$ cat config.mk
export PLATFORM = sky130hd
export DESIGN_NAME = ext_irq_ctrl
export DESIGN_NICKNAME = d
export VERILOG_FILES = /design/src/rtl/eic_pkg.sv /design/src/rtl/eic_sync.sv /design/src/rtl/eic_detect.sv /design/src/rtl/eic_prio.sv /design/src/rtl/ext_irq_ctrl.sv
export SDC_FILE = /design/constraint.sdc
export NUM_CORES = 1
export LEC_CHECK = 0
export BUFFER_PORTS_ARGS = -buffer_cell sky130_fd_sc_hd__buf_2
export CORE_MARGIN = 1.5
export CORE_UTILIZATION = 30
export DETAILED_ROUTE_END_ITERATION = 8
export PLACE_DENSITY_LB_ADDON = 0.15
export SETUP_SLACK_MARGIN = 0.05
export SYNTH_ARGS = -nofsm -noshare
export SYNTH_HDL_FRONTEND = slang
export SYNTH_SLANG_ARGS = --single-unit
$ cat constraint.sdc
create_clock -name clk -period 5.4 [get_ports clk]
set_clock_uncertainty 0.05 [all_clocks]
set_input_delay 0 -clock clk [delete_from_list [all_inputs] [get_ports clk]]
set_output_delay 0 -clock clk [all_outputs]
set_load 0.02 [all_outputs]
$ cat src/rtl/eic_pkg.sv
package eic_pkg;

    typedef enum logic [1:0] {
        SENSE_LOW  = 2'b00,
        SENSE_ANY  = 2'b01,
        SENSE_FALL = 2'b10,
        SENSE_RISE = 2'b11
    } sense_e;

    typedef enum logic [1:0] {
        REG_MASK     = 2'd0,
        REG_SENSE_LO = 2'd1,
        REG_SENSE_HI = 2'd2,
        REG_FLAG     = 2'd3
    } reg_addr_e;

endpackage

$ cat src/rtl/eic_sync.sv
module eic_sync #(
    parameter int W      = 4,
    parameter int STAGES = 2
) (
    input  logic         clk,
    input  logic         rst_n,
    input  logic [W-1:0] din,
    output logic [W-1:0] dout
);
    logic [STAGES-1:0][W-1:0] stg_d, stg_q;

    always_comb begin
        stg_d[0] = din;
        for (int s = 1; s < STAGES; s++) stg_d[s] = stg_q[s-1];
    end

    always_ff @(posedge clk or negedge rst_n) begin
        if (!rst_n) stg_q <= '0;
        else        stg_q <= stg_d;
    end

    assign dout = stg_q[STAGES-1];
endmodule

$ cat src/rtl/eic_detect.sv
module eic_detect import eic_pkg::*; #(
    parameter int W = 8
) (
    input  logic           clk,
    input  logic           rst_n,
    input  logic [W-1:0]   lvl,
    input  logic [2*W-1:0] sense,
    output logic [W-1:0]   set_vec,
    output logic [W-1:0]   low_vec,
    output logic [W-1:0]   is_level
);
    typedef struct packed {
        logic [W-1:0] prev;
        logic [W-1:0] arm;
    } det_t;

    det_t s_d, s_q;

    always_comb begin
        s_d.prev = lvl;
        for (int i = 0; i < W; i++) begin
            unique case (sense_e'(sense[2*i +: 2]))
                SENSE_LOW:  s_d.arm[i] = ~lvl[i];
                SENSE_ANY:  s_d.arm[i] = lvl[i] ^ s_q.prev[i];
                SENSE_FALL: s_d.arm[i] = ~lvl[i];
                default:    s_d.arm[i] = lvl[i];
            endcase
            is_level[i] = (sense_e'(sense[2*i +: 2]) == SENSE_LOW);
            set_vec[i]  = !is_level[i] && s_d.arm[i] && !s_q.arm[i];
            low_vec[i]  = is_level[i] && !lvl[i];
        end
    end

    always_ff @(posedge clk or negedge rst_n) begin
        if (!rst_n) s_q <= '0;
        else        s_q <= s_d;
    end
endmodule

$ cat src/rtl/eic_prio.sv
module eic_prio #(
    parameter int W = 8,
    localparam int VW = $clog2(W)
) (
    input  logic [W-1:0]  req,
    output logic          valid,
    output logic [VW-1:0] idx
);
    always_comb begin
        valid = 1'b0;
        idx   = '0;
        for (int i = W - 1; i >= 0; i--) begin
            if (req[i]) begin
                valid = 1'b1;
                idx   = VW'(i);
            end
        end
    end
endmodule

$ cat src/rtl/ext_irq_ctrl.sv
module ext_irq_ctrl import eic_pkg::*; #(
    parameter int NPINS     = 8,
    parameter int LO_PINS   = 4,
    parameter int LO_STAGES = 2,
    parameter int HI_STAGES = 1,
    localparam int VEC_W    = $clog2(NPINS)
) (
    input  logic             clk,
    input  logic             rst_n,
    input  logic [NPINS-1:0] pin_in,
    input  logic             bus_we,
    input  logic [1:0]       bus_addr,
    input  logic [NPINS-1:0] bus_wdata,
    output logic [NPINS-1:0] bus_rdata,
    input  logic             gie_set,
    input  logic             gie_clr,
    input  logic             ack,
    output logic             irq,
    output logic [VEC_W-1:0] irq_vec,
    output logic             gie
);
    localparam int HI_PINS = NPINS - LO_PINS;

    typedef struct packed {
        logic [NPINS-1:0]   mask;
        logic [2*NPINS-1:0] sense;
        logic [NPINS-1:0]   flag;
        logic               gie;
    } st_t;

    st_t st_d, st_q;

    logic [NPINS-1:0] lvl, set_vec, low_vec, is_level, pend, req, clr_wr, clr_ack;
    logic             take;

    eic_sync #(.W(LO_PINS), .STAGES(LO_STAGES)) u_sync_lo (
        .clk(clk), .rst_n(rst_n), .din(pin_in[LO_PINS-1:0]), .dout(lvl[LO_PINS-1:0]));

    eic_sync #(.W(HI_PINS), .STAGES(HI_STAGES)) u_sync_hi (
        .clk(clk), .rst_n(rst_n), .din(pin_in[NPINS-1:LO_PINS]), .dout(lvl[NPINS-1:LO_PINS]));

    eic_detect #(.W(NPINS)) u_det (
        .clk(clk), .rst_n(rst_n), .lvl(lvl), .sense(st_q.sense),
        .set_vec(set_vec), .low_vec(low_vec), .is_level(is_level));

    assign pend = low_vec | (st_q.flag & ~is_level);
    assign req  = pend & st_q.mask & {NPINS{st_q.gie}};

    eic_prio #(.W(NPINS)) u_prio (.req(req), .valid(irq), .idx(irq_vec));

    assign take = ack && irq;
    assign gie  = st_q.gie;

    always_comb begin
        st_d    = st_q;
        clr_wr  = (bus_we && reg_addr_e'(bus_addr) == REG_FLAG) ? bus_wdata : '0;
        clr_ack = take ? (NPINS'(1) << irq_vec) : '0;
        if (bus_we) begin
            unique case (reg_addr_e'(bus_addr))
                REG_MASK:     st_d.mask               = bus_wdata;
                REG_SENSE_LO: st_d.sense[NPINS-1:0]   = bus_wdata;
                REG_SENSE_HI: st_d.sense[2*NPINS-1:NPINS] = bus_wdata;
                default:      ;
            endcase
        end
        st_d.flag = (st_q.flag & ~clr_wr & ~clr_ack) | set_vec;
        if (take || gie_clr) st_d.gie = 1'b0;
        else if (gie_set)    st_d.gie = 1'b1;
    end

    always_ff @(posedge clk or negedge rst_n) begin
        if (!rst_n) st_q <= '0;
        else        st_q <= st_d;
    end

    always_comb begin
        unique case (reg_addr_e'(bus_addr))
            REG_MASK:     bus_rdata = st_q.mask;
            REG_SENSE_LO: bus_rdata = st_q.sense[NPINS-1:0];
            REG_SENSE_HI: bus_rdata = st_q.sense[2*NPINS-1:NPINS];
            default:      bus_rdata = st_q.flag;
        endcase
    end

    AST_IRQ_NEEDS_GIE: assert property (@(posedge clk) disable iff (!rst_n)
        irq |-> gie);
    AST_IRQ_NEEDS_MASK: assert property (@(posedge clk) disable iff (!rst_n)
        irq |-> st_q.mask[irq_vec]);
    AST_VEC_LOWEST: assert property (@(posedge clk) disable iff (!rst_n)
        irq |-> (req[irq_vec] && ((req & ((NPINS'(1) << irq_vec) - NPINS'(1))) == '0)));
    AST_TAKE_DISABLES: assert property (@(posedge clk) disable iff (!rst_n)
        take |=> !gie);
    AST_W1C_CLEARS: assert property (@(posedge clk) disable iff (!rst_n)
        (bus_we && bus_addr == 2'd3) |=>
        ((st_q.flag & $past(bus_wdata) & ~$past(set_vec)) == '0));
    AST_LEVEL_NO_FLAG: assert property (@(posedge clk) disable iff (!rst_n)
        (st_q.flag & ~$past(st_q.flag) & $past(is_level)) == '0);
endmodule

# Word-level counts from Yosys, hierarchy flattened
# Cells that the tools add are included.
# totals
ff_bits	61
in_bits	24
out_inout_bits	13
word_cells	157
# op_classes
eq_ne	19
shifts	1
muxes	29
bitwise	26
reduce_logical	72
# op_table
operator	count
AND 8 bit	5
logical AND 1 bit	26
logical NOT 1 bit	24
2-to-1 mux 3 bit	8
inverter 8 bit	3
case mux 8 bit (3 select lines)	1
equality test 2 bit (second input constant)	10
equality test 2 x 1 -> 1 bit (second input constant)	9
logical NOT 2 bit	9
2-to-1 mux 8 bit	2
OR 8 bit	2
case mux 1 bit (2 select lines)	8
OR reduction 2 bit	8
2-to-1 mux 1 bit	10
inverter 1 bit	8
<< shifter 1 x 3 -> 8 bit (first input constant)	1
XOR 1 bit	8
AND reduction 2 bit	3
nonzero test 2 bit	1
logical OR 1 bit	1

# Longest topological paths before layout
# Gate-level depths: netlist of the first run.
# logic_depth
ltp_word	19
mapped_depth	6
ltp_nobuf	5

# Hierarchy
# Synthesis of the first run repeated with hierarchy kept, for this count alone.
# unflattened
hier_cells	257
area_unflattened_um2	2965.3
# modules_own_cells
mod	n_inst	cells_each	area_each_um2	seq_area_each_um2
ext_irq_ctrl	1	136	1694.1	825.8
eic_detect	1	96	890.9	400.4
eic_sync at u_sync_lo	1	8	200.2	200.2
eic_sync at u_sync_hi	1	4	100.1	100.1
eic_prio	1	13	80.1	0.0

# Least setup slack after synthesis of the first run
# No wires, ideal clock.
# synth_timing
kind	register to register
from	reg st_q[9] (netlist name)
to	reg st_q[6] (netlist name)
setup_time_ns	0.122
t_arrival_ns	1.894
t_required_ns	5.228
setup_slack_ns	3.335
path_stages_with_launch	6
path_buffers	0
period_less_slack_ns	2.065
path_cell_list	dfrtp_1 > or3b_1 > o2111a_2 > nand4bb_4 > or4b_1 > a32o_1
# synth_rtl
item	line	source
start: declaration	ext_irq_ctrl.sv:31	st_t st_d, st_q;
start signal: assignment	ext_irq_ctrl.sv:73	else st_q <= st_d;

# Worst setup path in the final report of the first run
# layout_timing
from	reg st_q[13] (netlist name)
to	reg st_q, in the netlist gie
# layout_between
elab_chain_cells	12
word_cells_on_any_way	14
cone_classes	mux: 4; bitwise: 5; reduce/logical: 5
# layout_rtl
item	line	source
logical NOT 2 bit *	eic_detect.sv:28	is_level[i] = (sense_e'(sense[2*i +: 2]) == SENSE_LOW);
inverter 8 bit	ext_irq_ctrl.sv:46	assign pend = low_vec | (st_q.flag & ~is_level);
AND 8 bit	ext_irq_ctrl.sv:46	
OR 8 bit *	ext_irq_ctrl.sv:46	
AND 8 bit * (2 in a row)	ext_irq_ctrl.sv:47	assign req = pend & st_q.mask & {NPINS{st_q.gie}};
2-to-1 mux 1 bit * (3 in a row)	eic_prio.sv:13	if (req[i]) begin
logical AND 1 bit *	ext_irq_ctrl.sv:51	assign take = ack && irq;
logical OR 1 bit *	ext_irq_ctrl.sv:67	if (take || gie_clr) st_d.gie = 1'b0;
2-to-1 mux 1 bit or nonzero test 2 bit (tied branches)	-	
# Mark *: on every way between the ends. The rest lies on a longest branch, timed or not.
# A chain may end at the register's enable or synchronous reset.

==> flow_summary.toml, run 1 <==
[outcome]
status = "completed"

[placement]
finalWeightedCongestion = 0.721
dpl.hpwl_um = 4620
dp_slack_ns = 3.21
io_buffers = 36

[power_and_ir_drop]
p_leak_nw = 1.49
p_per_area_nw_per_um2 = 410
ir_drop_mv = 0.140

[global_routing]
grt_overflow = 0
first_global_vias = 2062
grt_pass1_wl_um = 11300
busiest_layer = "met2"
grt_max_degree = 62
met1_usage = 0.205
grt.total_usage = 0.154
use_met2 = 0.234
antenna_found_initial = 0
met3_usage = 0.0436

[cts]
post_cts_buffers = 0
clock_path_buffers = 2
cts_max_level = 3
ctsRootBufferMaster = "clkbuf_8"
cts_made_buffers = 9
cts_resized = 0
clock_sinks = 61
cts_hold_buf = 19
cts_tree = "built"
insertion_delay_ns = 0.34
path_clk_slew_ns = 0.07

[yosys]
synth_seq_area_share = 0.551
synth-edff-count = 0
synth_warnings = 0
syn-instance-count = 218
syn_nets = 242
ys_ff_latch = 61
synth_area_sq_um = 2770
syn_avg_cell_area_sq_um = 12.7
synth-main-ff-cell = "dfrtp_1"
postSynth.asyncResetShare = 1.00
ys_types = 36

[worst_setup_path]
startpoint = "st_q[13]"
startpoint_type = "flip-flop"
cp_slowest_stage_delay_ns = 0.56
rr_endpoint = "gie"
path_delay_family = "simple AND/OR/NAND/NOR gates"
crit_arrival_ns = 2.76
r2r_slack_ns = 2.82
path_max_fanout = 6
cp_cell_sequence = "or3_2, a21oi_1, nand4bb_4, nand3b_1, a211oi_1, dlygate4sd3_1"
r2r-start = "st_q[13]"
crit_buf_inv = 1
end_kind = "flip-flop"
required_ns = 5.57
cp_num_cells = 6
r2r_cells = 6
crit_end = "gie"
crit_slowest_cell = "dlygate4sd3_1"
criticalPathCategory = "flip-flop to flip-flop"

[timing]
fin_crit_sh = 0.478
final_hold_viol_count = 0
slew_headroom = 0.358
tns_ns = 0
rsz0062_at_grt = "no"
tightestPinTransition_ns = 0.959
min_period_ns = 2.58
maxSlewViolCount = 0
whs_ns = 0.0273
timing.fmax_ghz = 0.387
setup_viol = 0
fin_ws_ns = 2.82

[drt]
wl_per_cell_um = 17.3
dr.pass1.iters = 4
drt_iter0_drc = 72
drc_errors = 0
wirelength_um = 6820
vias = 1982
ant_nets = 0
vias_per_cell = 5.03

[hold_path]
hp-class = "input port to flip-flop"

[die]
num_io_pins = 37
core_sq_um = 8850
initial_utilization = 0.313
dieArea_sq_um = 9820
row_count = 34
die_w_um = 99.1
die_y_um = 99.1

[finish]
post-route-util = 0.393
fillers = 866
final_nets = 305
drive_above_1_share = 0.322
antenna_cells = 0
area_growth_pct = 25.4

[job]
drv_cap = 0
==> cell usage in the layout, fill, tap and decap left out, drive strengths merged, types with 3 or more instances in the layout <==
| master | instances |
|---|---|
| a21oi | 7 |
| a32o | 5 |
| buf | 37 |
| clkbuf | 9 |
| clkinvlp | 3 |
| dfrtp | 61 |
| dlygate4sd3 | 19 |
| inv | 9 |
| mux2 | 24 |
| mux4 | 8 |
| nand2 | 20 |
| nand3b | 4 |
| nand4 | 3 |
| nor2 | 20 |
| o2111ai | 4 |
| o21ai | 14 |
| or3 | 5 |
| or3b | 4 |
| xor2 | 8 |
==> where the power goes <==
part | switching [mW] | internal (mW)
Combinational | 0.181 | 0.167
Clock | 0.191 | 0.261
Sequential | 0.0840 | 0.541
==> registers in the layout, indices dropped and copies added, names as in the netlist <==
name             cells
st_q                32
u_sync_lo.stg_d      4
u_sync_hi.dout       4
u_det.s_q           16
u_sync_lo.dout       4
gie                  1
==> cells in the mapped netlist, types with 2 or more instances <==
cell type | number | area [sq um]
o2111ai_1 | 3 | 26.3
a32o_1 | 5 | 50.1
a21o_1 | 2 | 15.0
mux4_1 | 2 | 52.6
a21oi_1 | 7 | 35.0
nand4_1 | 3 | 18.8
a211oi_1 | 2 | 15.0
and3_1 | 2 | 12.5
mux4_2 | 6 | 135
xor2_1 | 8 | 70.1
or3b_1 | 3 | 26.3
or3_1 | 3 | 18.8
nand3b_1 | 4 | 30.0
o21ai_0 | 14 | 70.1
mux2_2 | 24 | 270
inv_1 | 9 | 33.8
o211ai_1 | 2 | 15.0
buf_1 | 2 | 7.51
or3_2 | 2 | 15.0
nand2_1 | 20 | 75.1
nor2_1 | 20 | 75.1
dfrtp_1 | 61 | 1530
==> per-stage QoR <==
stage | total power [mW] | area (sq um) | std cells
finish | 1.42 | 3480 | 394
global route | 1.51 | 3480 | 394
global placement | 0.968 | 3060 | 359
CTS | 1.45 | 3480 | 394
detailed placement | 0.970 | 3060 | 359
floorplan | 0.850 | 2770 | 218
==> kinds of logic after synthesis <==
logic type	count (synthesis)	synth area share
multiplexers	32	0.165
flip-flops	61	0.551
AND/OR/NAND/NOR	64	0.126
XOR/XNOR	8	0.0253
buffers and inverters	13	0.0239
AO/OA/AOI/OAI	40	0.108
==> routing by layer <==
| layer | wire (um) | part of all wire | up-vias |
|---|---|---|---|
| met5 | 0 | 0 | - |
| met1 | 3230 | 0.47 | 1000 |
| met4 | 138 | 0.020 | 0 |
| met2 | 3170 | 0.47 | 39 |
| li1 | - | - | 929 |
| met3 | 280 | 0.041 | 14 |
==> layout make-up <==
class | count | area [sq um] | area share
multi-input combinational | 144 | 1180 | 0.339
clock inverter | 7 | 100 | 0.0288
tap | 108 | 135 | 0.0389
clock buffer | 9 | 124 | 0.0356
sequential | 61 | 1530 | 0.439
inverter | 9 | 33.8 | 0.00972
timing repair buffer | 56 | 378 | 0.109
==> how the worst min path moves through the flow <==
stage	from	end	slack [ns]	cells after the start
after floorplan	rst_n	gie	-0.35	0
after global placement	pin_in[3]	u_sync_lo.stg_d[7]	0.06	1
after detailed placement	pin_in[5]	u_sync_hi.dout[1]	0.06	1
after CTS	ack	st_q[1]	0.01	3
after global routing	ack	st_q[1]	0.03	3
final	ack	st_q[4]	0.03	3
==> tightest hold or removal path: stages <==
cell and delay [ns]:
buf_2 0.14, nand4_1 0.08, a32o_1 0.15
Note: power is estimated with default switching activity, not from simulation.
==> run 2, diff against run 1 <==
==> constraint.sdc (replaced) <==
create_clock -name clk -period 2.7 [get_ports clk]
set_clock_uncertainty 0.05 [all_clocks]
set_input_delay 0 -clock clk [delete_from_list [all_inputs] [get_ports clk]]
set_output_delay 0 -clock clk [all_outputs]
set_load 0.02 [all_outputs]
==> run 2 against run 1 <==
  * Combinational power increased by 100%
  * Final cell count increased by 0.25%
  * Die area unchanged
  * Non-clock buffer count increased by 1
  * Sequential share of layout area decreased by 0.13 points
==> flow_summary.toml, run 2 (synthesis gave the netlist of run 1 again) <==
[drt]
vias_per_cell = 5.03
drt_iter0_drc = 96
vias = 1987
drc_errors = 0
wirelength_um = 6760
ant_nets = 0
dr.pass1.iters = 6
wl_per_cell_um = 17.1

[global_routing]
antenna_found_initial = 0
grt_max_degree = 62
first_global_vias = 2077
grt_pass1_wl_um = 11200
grt.total_usage = 0.151
grt_overflow = 0

[finish]
drive_above_1_share = 0.328
area_growth_pct = 25.8
largest_reg_flops = 32
fillers = 868
final_cells = 395
antenna_cells = 0
largest_register = "st_q"
layout_commonest_cell = "dfrtp_1"
fin_area_sq_um = 3490
most-common-layout-cells = "61 x dfrtp_1, 36 x buf_2, 24 x mux2_2, 20 x nand2_1, 20 x nor2_1"
reg.largest.list = "st_q: 32 flops, u_det.s_q: 16 flops"
final_nets = 306

[cts]
post_cts_buffers = 0
insertion_delay_ns = 0.33
cts_made_buffers = 9
cts_max_level = 3
clock_sinks = 61
path_clk_slew_ns = 0.07
clock_path_buffers = 2
ctsRootBufferMaster = "clkbuf_8"
cts_tree = "built"

[job]
drv_cap = 0

[die]
initial_utilization = 0.313
die_w_um = 99.1
row_count = 34
die_y_um = 99.1
dieArea_sq_um = 9820
num_io_pins = 37
core_sq_um = 8850

[timing]
final_hold_viol_count = 0
maxSlewViolCount = 0
timing.fmax_ghz = 0.405
tns_ns = 0
slew_headroom = 0.472
fin_crit_sh = 0.915
fin_ws_ns = 0.229
tightestPinTransition_ns = 0.792
min_period_ns = 2.47
setup_viol = 0
rsz0062_at_grt = "no"

[worst_setup_path]
criticalPathCategory = "flip-flop to flip-flop"
end_kind = "flip-flop"
crit_slowest_cell = "dlygate4sd3_1"
required_ns = 2.86
crit_arrival_ns = 2.63
path_max_fanout = 6
startpoint_type = "flip-flop"
cp_slowest_stage_delay_ns = 0.56
cp_cell_sequence = "or3_2, a21oi_2, nand4bb_4, nand3b_1, a211oi_1, dlygate4sd3_1"

[power_and_ir_drop]
p_leak_nw = 1.49
ir_drop_mv = 0.252
p_per_area_nw_per_um2 = 817

[placement]
numPlacedInstances = 360
finalWeightedCongestion = 0.726
dpl.hpwl_um = 4670
io_buffers = 36
dpl_cell_area_sq_um = 3070
dp_slack_ns = 0.474

[outcome]
status = "completed"

[hold_path]
hp-class = "input port to flip-flop"
[run 2: changes by cell type in the layout (fill, tap and decap cells not counted)]
| cell | before | now |
|---|---|---|
| clkinvlp_4 | 3 | 4 |
| buf_4 | 1 | 2 |
| a21oi_2 | 0 | 1 |
| clkinv_4 | 2 | 0 |
| a21oi_1 | 7 | 6 |
| inv_6 | 0 | 1 |
[run 2: path summary, 6_finish.rpt]
kind | slack, ns | startpoint | endpoint | cells after the start
worst max-delay path | 0.23 | st_q[13] | gie | 6
worst min-delay path | 0.04 | ack | st_q[1] | 3
worst max register to register | 0.23 | st_q[13] | gie | 6
worst min register to register | 0.30 | u_sync_lo.stg_d[4] | u_sync_lo.dout[0] | 0
max in group asynchronous | 1.77 | rst_n | u_det.s_q[11] | 3
min in group asynchronous | 0.31 | rst_n | u_sync_lo.stg_d[6] | 3
[run 2: what timing repair did]
| action | CTS | global route |
|---|---|---|
| hold endpoints to repair | 101 | 0 |
| resized for setup | 0 | 1 |
| hold buffers | 19 | 0 |
| setup endpoints to repair | 0 | 1 |
[run 2: metrics by stage]
step           utilization  power [mW]  hold WS [ns]
2_1_floorplan            -        1.70        -0.346
3_3_place_gp         0.347        1.94        0.0573
3_5_place_dp         0.347        1.94        0.0593
4_1_cts              0.394        2.88        0.0295
5_1_grt              0.394        3.02        0.0416
6_report             0.394        2.85        0.0423
[run 2: final cells by class]
cell class                 instances  area [sq um]  share of cell area
timing repair buffer              57           385               0.111
sequential                        61          1530               0.438
clock inverter                     7          98.8              0.0284
clock buffer                       9           124              0.0355
inverter                           9          33.8             0.00969
tap                              108           135              0.0388
multi-input combinational        144          1180               0.339
[run 2: critical path: cells and delay by family (launching register included)]
kind / cells / cell delay [ns]
and+or+nand+nor: 3 / 0.90
buffers and inverters: 1 / 0.56
DFF: 1 / 0.44
AOI/OAI and AO/OA: 2 / 0.39
[run 2: layer usage]
metal,GRT usage,wire length (um),vias to the layer above,part of all wire
li1,-,-,930,-
met1,0.200,3190,1013,0.47
met2,0.242,3310,37,0.49
met3,0.0436,229,7,0.034
met4,0.0477,32,0,0.0047
met5,0,0,-,0
[run 2: power breakdown]
part / internal, mW / total (mW) / switching [mW]
Sequential: 1.08 / 1.25 / 0.167
Combinational: 0.334 / 0.697 / 0.363
Clock: 0.522 / 0.902 / 0.380
==> run 3, diff against run 2 <==
==> constraint.sdc (replaced) <==
create_clock -name clk -period 2.7 [get_ports clk]
set_clock_uncertainty 0.05 [all_clocks]
set_input_delay 0.27 -clock clk [delete_from_list [all_inputs] [get_ports clk]]
set_output_delay 0.27 -clock clk [all_outputs]
set_load 0.02 [all_outputs]
==> run 3 against run 2 <==
  * Combinational power shrank 1%
  * Maximum frequency down 1.3%
  * Largest power group unchanged
  * Sequential power about the same
  * Global-route usage down 0.25 points
  * Sequential share of layout area rose by 1.5 points
  * Die area is the same
  * Utilization is 1.2 points lower
  * Critical path depth unchanged
  * Non-clock buffer count is 10 lower
  * Final cell count down 2.5%
  * Cell area decreased by 3.2%
==> flow_summary.toml, run 3 (synthesis gave the netlist of run 1 again) <==
[power_and_ir_drop]
p_leak_nw = 1.44
p_per_area_nw_per_um2 = 814
ir_drop_mv = 0.225

[finish]
area_growth_pct = 21.8
layout_commonest_cell = "dfrtp_1"
drive_above_1_share = 0.343
antenna_cells = 0
largest_register = "st_q"
most-common-layout-cells = "60 x dfrtp_1, 36 x buf_2, 24 x mux2_2, 20 x nand2_1, 20 x nor2_1"
largest_reg_flops = 32
reg.largest.list = "st_q: 32 flops, u_det.s_q: 16 flops"
final_nets = 296

[worst_setup_path]
criticalPathCategory = "flip-flop to output pin"
end_kind = "output pin"
startpoint = "st_q[21]"
r2r-start = "st_q[11]"
cp_cell_sequence = "or3_1, a21oi_1, o221ai_1, nand3b_1, and3_1, buf_2"
r2r_slack_ns = 0.43
crit_arrival_ns = 2.18
path_max_fanout = 6
cp_slowest_stage_delay_ns = 0.43
crit_slowest_cell = "dfrtp_1"
startpoint_type = "flip-flop"
required_ns = 2.38

[cts]
cts_made_buffers = 9
path_clk_slew_ns = 0.07
ctsRootBufferMaster = "clkbuf_8"
clock_path_buffers = 2
cts_tree = "built"
clock_sinks = 61
cts_max_level = 3
insertion_delay_ns = 0.35

[global_routing]
first_global_vias = 2040
antenna_found_initial = 0
busiest_layer = "met2"
met3_usage = 0.0422
met1_usage = 0.212
grt_max_degree = 34
grt_pass1_wl_um = 11100
grt.total_usage = 0.149
use_met2 = 0.223
grt_overflow = 0

[hold_path]
worstHoldStart = "gie_clr"
hp-class = "input port to flip-flop"

[die]
die_w_um = 99.1
core_sq_um = 8850
die_y_um = 99.1
dieArea_sq_um = 9820
num_io_pins = 37
initial_utilization = 0.313
row_count = 34

[timing]
timing.fmax_ghz = 0.399
tns_ns = 0
min_period_ns = 2.50
rsz0062_at_grt = "no"
fin_crit_sh = 0.927
fin_ws_ns = 0.196
final_hold_viol_count = 0
tightestPinTransition_ns = 0.674
setup_viol = 0
slew_headroom = 0.551
maxSlewViolCount = 0

[drt]
vias = 1946
ant_nets = 0
wl_per_cell_um = 17.3
vias_per_cell = 5.05
drt_iter0_drc = 73
wirelength_um = 6650
drc_errors = 0
dr.pass1.iters = 5

[job]
drv_cap = 0

[outcome]
status = "completed"

[placement]
dp_slack_ns = 0.445
io_buffers = 36
dpl.hpwl_um = 4670
finalWeightedCongestion = 0.780
-- run 3: worst paths after layout --
path,endpoint,cells past startpoint
worst max-delay path,irq_vec[1],6
worst min register to register,u_sync_lo.dout[3],0
max in group asynchronous,gie,3
worst max register to register,st_q[6],5
worst min-delay path,gie,2
min in group asynchronous,u_sync_lo.stg_d[6],2
-- run 3: report_power, final --
part	internal (mW)	switching (mW)
registers	1.08	0.163
clock network	0.428	0.385
logic	0.325	0.363
total	1.84	0.911
-- run 3: stage by stage --
step / instances / power, mW / hold WS (ns) / utilization / area (sq um)
2_1_floorplan: 218 / 1.70 / -0.0756 / - / 2770
5_1_grt: 385 / 2.92 / 0.0468 / 0.382 / 3380
3_3_place_gp: 360 / 1.94 / 0.282 / 0.348 / 3080
6_report: 385 / 2.75 / 0.0518 / 0.382 / 3380
3_5_place_dp: 360 / 1.94 / 0.286 / 0.348 / 3080
4_1_cts: 385 / 2.78 / 0.0379 / 0.381 / 3370
-- run 3: worst max-delay path: cells and delay by family (launching register included) --
kind	cells	cell delay, ns
AOI/OAI and AO/OA	2	0.53
buffers and inverters	1	0.17
DFF	1	0.43
and+or+nand+nor	3	0.71
-- run 3: timing repair --
item / 4_1_cts / 5_1_grt
setup endpoints to repair: 0 / 2
hold buffers: 9 / 0
hold endpoints to repair: 36 / 0
resized for setup: 0 / 2
setup buffers: 0 / 0
-- run 3: layer usage --
layer / wire length, um / vias up
met2: 2970 / 39
met4: 55 / 0
met3: 285 / 6
met5: 0 / -
met1: 3340 / 986
li1: - / 915
-- run 3: final cells by class --
cell class / instances / area [sq um]
clock buffers: 9 / 124
clock inverters: 7 / 75.1
fillers: 899 / 5470
inverters: 9 / 33.8
multi-input cells: 144 / 1180
flip-flops and latches: 61 / 1530
well taps: 108 / 135
repair buffers: 47 / 298
